[config.mk]
export PLATFORM = sky130hd
export DESIGN_NAME = gpr_alias_file
export DESIGN_NICKNAME = d
export VERILOG_FILES = /design/src/rtl/gpr_pkg.sv /design/src/rtl/gpr_read_port.sv /design/src/rtl/gpr_write_merge.sv /design/src/rtl/gpr_write_decode.sv /design/src/rtl/gpr_alias_file.sv
export SDC_FILE = /design/constraint.sdc
export NUM_CORES = 1
export LEC_CHECK = 0
export ABC_AREA = 1
export BUFFER_PORTS_ARGS = -buffer_cell sky130_fd_sc_hd__buf_2
export CORE_ASPECT_RATIO = 0.9
export CORE_MARGIN = 1.5
export CORE_UTILIZATION = 35
export CTS_BUF_LIST = sky130_fd_sc_hd__clkbuf_4 sky130_fd_sc_hd__clkbuf_8 sky130_fd_sc_hd__clkbuf_16
export CTS_CLUSTER_DIAMETER = 200
export DETAILED_ROUTE_END_ITERATION = 10
export SYNTH_ARGS = -nofsm -noshare
export SYNTH_HDL_FRONTEND = slang
export SYNTH_SLANG_ARGS = --single-unit
[constraint.sdc]
create_clock -name clk -period 1.8 [get_ports clk]
set_input_delay 0.36 -clock clk [delete_from_list [all_inputs] [get_ports clk]]
set_output_delay 0.36 -clock clk [all_outputs]
set_load 0.02 [all_outputs]
[src/rtl/gpr_pkg.sv]
package gpr_pkg;

    typedef enum logic [1:0] {
        VIEW_FULL = 2'd0,
        VIEW_HALF = 2'd1,
        VIEW_LO8  = 2'd2,
        VIEW_HI8  = 2'd3
    } view_e;

    localparam int unsigned BYTE_W = 8;
    localparam int unsigned HALF_W = 2 * BYTE_W;

    function automatic logic view_is_byte(input view_e v);
        return (v == VIEW_LO8) || (v == VIEW_HI8);
    endfunction

    function automatic logic view_allowed(input int unsigned idx,
                                          input view_e v,
                                          input int unsigned byte_regs);
        return !(view_is_byte(v) && (idx >= byte_regs));
    endfunction

endpackage

[src/rtl/gpr_read_port.sv]
module gpr_read_port
    import gpr_pkg::*;
#(
    parameter int unsigned NUM_REGS       = 8,
    parameter int unsigned DATA_W         = 32,
    parameter int unsigned BYTE_VIEW_REGS = 4,
    localparam int unsigned IDX_W         = $clog2(NUM_REGS)
) (
    input  logic [NUM_REGS-1:0][DATA_W-1:0] regs_i,
    input  logic [IDX_W-1:0]                idx_i,
    input  logic [1:0]                      view_i,
    output logic [DATA_W-1:0]               data_o,
    output logic                            err_o
);

    logic [DATA_W-1:0] sel_word;
    view_e             view;
    logic              legal;

    always_comb begin
        view     = view_e'(view_i);
        sel_word = regs_i[idx_i];
        legal    = view_allowed(int'(idx_i), view, BYTE_VIEW_REGS);
        data_o   = '0;
        if (legal) begin
            unique case (view)
                VIEW_FULL: data_o = sel_word;
                VIEW_HALF: data_o = DATA_W'(sel_word[HALF_W-1:0]);
                VIEW_LO8:  data_o = DATA_W'(sel_word[BYTE_W-1:0]);
                VIEW_HI8:  data_o = DATA_W'(sel_word[HALF_W-1:BYTE_W]);
                default:   data_o = '0;
            endcase
        end
        err_o = !legal;
    end

endmodule

[src/rtl/gpr_write_merge.sv]
module gpr_write_merge
    import gpr_pkg::*;
#(
    parameter int unsigned DATA_W = 32
) (
    input  logic [DATA_W-1:0] old_i,
    input  logic [1:0]        view_i,
    input  logic [DATA_W-1:0] data_i,
    output logic [DATA_W-1:0] new_o
);

    always_comb begin
        new_o = old_i;
        unique case (view_e'(view_i))
            VIEW_FULL: new_o = data_i;
            VIEW_HALF: new_o[HALF_W-1:0] = data_i[HALF_W-1:0];
            VIEW_LO8:  new_o[BYTE_W-1:0] = data_i[BYTE_W-1:0];
            VIEW_HI8:  new_o[HALF_W-1:BYTE_W] = data_i[BYTE_W-1:0];
            default:   new_o = old_i;
        endcase
    end

endmodule

[src/rtl/gpr_write_decode.sv]
module gpr_write_decode
    import gpr_pkg::*;
#(
    parameter int unsigned NUM_REGS       = 8,
    parameter int unsigned BYTE_VIEW_REGS = 4,
    localparam int unsigned IDX_W         = $clog2(NUM_REGS)
) (
    input  logic                en_i,
    input  logic [IDX_W-1:0]    idx_i,
    input  logic [1:0]          view_i,
    output logic [NUM_REGS-1:0] sel_o,
    output logic                err_o
);

    logic legal;

    assign legal = view_allowed(int'(idx_i), view_e'(view_i), BYTE_VIEW_REGS);
    assign err_o = en_i && !legal;

    for (genvar g = 0; g < NUM_REGS; g++) begin : g_sel
        assign sel_o[g] = en_i && legal && (idx_i == IDX_W'(g));
    end

endmodule

[src/rtl/gpr_alias_file.sv]
module gpr_alias_file
    import gpr_pkg::*;
#(
    parameter int unsigned NUM_REGS       = 8,
    parameter int unsigned DATA_W         = 32,
    parameter int unsigned BYTE_VIEW_REGS = 4,
    localparam int unsigned IDX_W         = $clog2(NUM_REGS)
) (
    input  logic              clk,
    input  logic              rst_n,
    input  logic [IDX_W-1:0]  rd0_idx,
    input  logic [1:0]        rd0_view,
    output logic [DATA_W-1:0] rd0_data,
    output logic              rd0_err,
    input  logic [IDX_W-1:0]  rd1_idx,
    input  logic [1:0]        rd1_view,
    output logic [DATA_W-1:0] rd1_data,
    output logic              rd1_err,
    input  logic              wr_en,
    input  logic [IDX_W-1:0]  wr_idx,
    input  logic [1:0]        wr_view,
    input  logic [DATA_W-1:0] wr_data,
    output logic              wr_err
);

    typedef struct packed {
        logic [NUM_REGS-1:0][DATA_W-1:0] regs;
    } state_t;

    state_t              state_d, state_q;
    logic [NUM_REGS-1:0] wr_sel;
    logic [DATA_W-1:0]   wr_old;
    logic [DATA_W-1:0]   wr_merged;

    gpr_write_decode #(
        .NUM_REGS       (NUM_REGS),
        .BYTE_VIEW_REGS (BYTE_VIEW_REGS)
    ) u_wdec (
        .en_i   (wr_en),
        .idx_i  (wr_idx),
        .view_i (wr_view),
        .sel_o  (wr_sel),
        .err_o  (wr_err)
    );

    assign wr_old = state_q.regs[wr_idx];

    gpr_write_merge #(
        .DATA_W (DATA_W)
    ) u_merge (
        .old_i  (wr_old),
        .view_i (wr_view),
        .data_i (wr_data),
        .new_o  (wr_merged)
    );

    always_comb begin
        state_d = state_q;
        for (int i = 0; i < NUM_REGS; i++) begin
            if (wr_sel[i]) begin
                state_d.regs[i] = wr_merged;
            end
        end
    end

    always_ff @(posedge clk) begin
        if (!rst_n) begin
            state_q <= '0;
        end else begin
            state_q <= state_d;
        end
    end

    gpr_read_port #(
        .NUM_REGS       (NUM_REGS),
        .DATA_W         (DATA_W),
        .BYTE_VIEW_REGS (BYTE_VIEW_REGS)
    ) u_rd0 (
        .regs_i (state_q.regs),
        .idx_i  (rd0_idx),
        .view_i (rd0_view),
        .data_o (rd0_data),
        .err_o  (rd0_err)
    );

    gpr_read_port #(
        .NUM_REGS       (NUM_REGS),
        .DATA_W         (DATA_W),
        .BYTE_VIEW_REGS (BYTE_VIEW_REGS)
    ) u_rd1 (
        .regs_i (state_q.regs),
        .idx_i  (rd1_idx),
        .view_i (rd1_view),
        .data_o (rd1_data),
        .err_o  (rd1_err)
    );

endmodule

-- Yosys cells after proc, flatten, opt, wreduce, memory -nomap -nowiden
Cells that the tools add are included.
W data, S select, Z words.
- input bits: 50
- logic and storage cells: 66
- register bits: 256
- output and inout port bits: 67
- eq/ne operators: 16
- magnitude comparators: 6
- mux-type cells: 13
- reduce and logical (&&, ||, !) cells: 23
- operators with widths (cell ; number):
    $bmux W32 S3 ; 3
    $pmux W32 S4 ; 2
    $mux W32 ; 5
    $mux W16 ; 1
    $pmux W8 S2 ; 1
    $logic_and A1 B1 Y1 ; 13
    $eq A2 B2 Y1 const B ; 6
    $eq A3 B3 Y1 const B ; 4
    $lt A3 B4 Y1 const B ; 3
    $ge A3 B3 Y1 const B ; 3
    $mux W8 ; 1
    $eq A2 B1 Y1 const B ; 3
    $eq A3 B2 Y1 const B ; 2
    $logic_not A2 Y1 ; 3
    $eq A3 B1 Y1 const B ; 1
    $logic_not A3 Y1 ; 1
    $logic_or A1 B1 Y1 ; 3
    $reduce_or A3 Y1 ; 1
    $reduce_or A2 Y1 ; 1
    $logic_not A1 Y1 ; 1

-- Longest topological paths before layout
- word-level depth: 6
- mapped depth: 12
- gate-level depth less buffers: 9

-- Cells and area by module
Synthesis repeated with hierarchy kept, for this count alone.
- cell total of the unflattened synthesis: 3114
- area total of the unflattened synthesis: 17855.9 µm²
- by module, submodules not included (module ; cells each ; instances ; seq. area each (µm²) ; area an instance (µm²)):
    gpr_alias_file ; 1703 ; 1 ; 5124.9 ; 11519.8
    gpr_read_port ; 635 ; 2 ; 0.0 ; 2822.7
    gpr_write_merge ; 116 ; 1 ; 0.0 ; 578.1
    gpr_write_decode ; 25 ; 1 ; 0.0 ; 112.6

-- Worst setup path before layout
No wires, ideal clock.
- kind: input-to-output
- from: input port rd0_idx[0]
- to: output port rd0_data[21]
- required time: 1440 ps
- buffers on the path: 4
- stages: 6
- setup slack: -149 ps
- data arrival time: 1589 ps
- path through: buf_2 buf_2 buf_4 clkbuf_1 o21ai_0 a31oi_1
- longest elaborated chain between the ends: 4
- elaborated cells between the ends (all ways): 6
- those cells by class: order compare: 1; mux: 4; reduce/logical: 1
- RTL lines (element ; RTL line ; text):
    start: declaration ; gpr_alias_file.sv:11 ; input logic [IDX_W-1:0] rd0_idx,
    $bmux W32 S3 ; gpr_read_port.sv:22 ; sel_word = regs_i[idx_i];
    $mux W32 (not written as such) ; gpr_read_port.sv:22 ;
    $pmux W32 S4 ; gpr_read_port.sv:26 ; unique case (view)
    $mux W32 (*) ; gpr_read_port.sv:25 ; if (legal) begin
    end: declaration ; gpr_alias_file.sv:13 ; output logic [DATA_W-1:0] rd0_data,
Every way passes the cells marked *; elsewhere a longest branch is shown, timed or not. The select of a mux whose other input is x is not followed.

-- Worst setup path after layout
- from: register state_q[165] (netlist name)
- to: output port rd1_data[5]
- longest elaborated chain between the ends: 4
- RTL lines (element ; RTL line ; text):
    start: declaration ; gpr_alias_file.sv:30 ; state_t state_d, state_q;
    start signal: assignment ; gpr_alias_file.sv:70 ; state_q <= state_d;
    $bmux W32 S3 ; gpr_read_port.sv:22 ;
    $mux W32 (not written as such) ; gpr_read_port.sv:22 ;
    $pmux W32 S4 ; gpr_read_port.sv:26 ;
    $mux W32 ; gpr_read_port.sv:25 ;
    end: declaration ; gpr_alias_file.sv:17 ; output logic [DATA_W-1:0] rd1_data,
Every way passes these cells. The select of a mux whose other input is x is not followed.

==> results.toml <==
[outcome]
status = "complete, but fails checks"
violations = "negative setup slack"

[final_layout]
nFillCells = 5295
design_area_mm2 = 0.0242
largest_reg_flops = 256
final-seq-area_mm2 = 0.00526
fin_nets = 3435
layout_commonest_cell = "nand2_1"
layout_common_cells = "817 x nand2_1, 398 x nand3_1, 355 x inv_1"
area_delta_synth_final_pct = 32.3
top_regs = "state_q: 256 flops"
drive_above_1_share_pct = 26.2
multi_input_area_mm2 = 0.0118
largest-register = "state_q"

[logic_synthesis]
syn_inst = 3240
synth.area.mux_share_pct = 0
synth-seq-area-share_pct = 28.0
synth-simple-area-share_pct = 37.1
synthTopCellsByArea = "dfxtp_1 28%, nand2_1 18%, nand3_1 11%, a21oi_1 11%, inv_1 8.7%"
synth_top_cell_by_area = "dfxtp_1"
synth_top_area_share_pct = 28.0
synth_flop_cell = "dfxtp_1"
ys_types = 25
synth_nets = 3290
synthesis.yosys.warnings = 0
post_synth_instance_area_mm2 = 0.0183
synth_adder_area_share_pct = 0
synth-compound-area-share_pct = 20.1
ys_ff_latch = 256
synth_edf_count = 0
synthXorXnorAreaFrac_pct = 0
async_reset_ff_share_pct = 0
synth_top_family_by_area = "simple AND/OR/NAND/NOR gates"
synth.avg_cell_area_um2 = 5.64

[power_and_ir_drop]
pwr_density_cell_mw_per_mm2 = 689
switching_power_w = 0.00541
switching_share_pct = 32.5
vdd_drop_max_v = 0.000473
seq_power_share_pct = 35.9
pwr-share-comb_pct = 22.8
power_leakage_nw = 11.1
pwr-share-clk_pct = 41.3
internal_power_w = 0.0113

[global_routing]
grt_pass1_wl_um = 117000
antenna_found_initial = 1
grt_overflow = 0
grt_pass1_vias = 19947
grt_max_degree = 49
grt_use_total_pct = 27.9

[setup_path]
path_max_fanout = 3
arrival_ps = 1730
start_kind = "register"
worstPathRequired_ps = 1440
cp-end-kind = "output port"
critical_path_class = "reg -> out"
timing.reg2reg.worst_path_depth = 8

[clock_tree]
cts.sinks = 256
clk_latency_ps = 560
cts_tree = "yes"
htreeDepth = 2
cts_buffers = 34
clockRootBuffer = "clkbuf_16"
clk_pin_slew_worst_paths_ps = 60
cts.path.max_buffers = 3

[route]
drtAntennaViolNets = 0
routed_wirelength_um = 76800
num_vias = 21959
drt-initial-drc-count = 2573
drt-pass1-iter-count = 6
viasPerCell = 5.36
drc = 0
wl_per_cell_um = 18.7

[min_path]
whs_path_depth = 6
hold_class = "in -> reg"

[timing]
worst_slew_pin_slew_ps = 651
period_needed_ps = 2090
finalHoldViolCount = 0
skew_ps = 23.4
report.final.setup_viol = 64
max_slew_margin_pct = 56.6
clock.fmax_mhz = 479
min_period_over_period_pct = 116
maxSlewViolCount = 0
finalWorstSetupSlack_ps = -290
rsz0062_at_grt = "yes"

[die]
die-area_mm2 = 0.0536
initial_utilization_pct = 35.4
core_area_mm2 = 0.0517
dieWidth_um = 244
rows = 79
die_h_um = 220
pin_count = 117

[place]
gp_congestion = 0.944
place_worst_setup_slack_ps = -302
port-buffer-count = 116
placed_area_mm2 = 0.0214
dp_hpwl_um = 51500

[run]
maxCapViolations = 0
metal layers:
layer  GRT usage (%)  part of all wire [%]  up-vias
met5               0                     0        -
met4            11.0                   3.6        0
met3            4.43                   7.9      162
met2            45.9                    46      968
met1            36.5                    43    10150
li1                -                     -    10679
stage by stage:
stage / cells / power (W) / util, % / setup TNS [ps] / hold slack (ps)
after detailed placement: 4006 / 0.00935 / 41.5 / -9720 / 556
after global placement: 4006 / 0.00934 / 41.5 / -9550 / 552
after global routing: 4097 / 0.0172 / 46.8 / -16650 / 322
after floorplan: 3240 / 0.00801 / - / -70.7 / 530
after CTS: 4082 / 0.0165 / 45.7 / -12650 / 267
final: 4098 / 0.0167 / 46.8 / -11780 / 289
kinds of logic (layout without fill, tap and decap cells):
logic type	count (synthesis)	count (layout)
simple gates	1601	1601
buf+inv	674	843
compound gates	709	709
flops	256	256
other cells	0	1
cell type report:
| class | instances | area share [%] |
|---|---|---|
| Timing Repair Buffer | 340 | 14.6 |
| Clock inverter | 13 | 0.429 |
| Clock buffer | 47 | 4.12 |
| Sequential cell | 256 | 21.8 |
| Multi-Input combinational cell | 2310 | 48.6 |
| Antenna cell | 1 | 0.0103 |
| Tap cell | 688 | 3.56 |
| Inverter | 443 | 6.93 |
Yosys cell counts (4+ instances only):
cell type and n:
o211ai_1 23, buf_2 67, a21oi_1 391, nor2_4 5, o21ai_0 240, clkbuf_1 116
buf_4 17, o21ai_1 15, inv_2 16, nand3_1 407, a22o_1 8, dfxtp_1 256
nor2_2 4, nand3_2 33, nand2_1 890, inv_1 425, a31oi_1 32, buf_1 29
nor2_1 259
power by group through the flow:
stage | registers, W | clock network [W] | logic, W
after global placement | 0.00608 | 0 | 0.00326
after CTS | 0.00597 | 0.00697 | 0.00357
after global routing | 0.00600 | 0.00717 | 0.00407
final | 0.00598 | 0.00688 | 0.00380
after detailed placement | 0.00608 | 0 | 0.00327
after floorplan | 0.00604 | 0 | 0.00197
final timing paths:
kind,from,endpoint,slack [ps]
min,wr_data[31],state_q[223],290
max reg2reg,state_q[145],state_q[113],540
min reg2reg,state_q[238],state_q[238],560
max,state_q[165],rd1_data[5],-290
critical path, stage by stage (launching register included):
cell and delay [ps]:
dfxtp_2 350, buf_4 140, a21oi_1 100, o21ai_0 90
nand3_1 80, nand2_1 70, nor2_2 150, nor2_4 70
buf_6 130
repair_timing:
| action | CTS | global route |
|---|---|---|
| buffers inserted | 18 | 14 |
| pin swaps | 133 | 132 |
| endpoints found under the setup margin | 64 | 64 |
| hold buffers | 0 | 0 |
| cloned | 0 | 1 |
| gates resized for setup | 516 | 188 |
(Power assumes the default switching activity.)
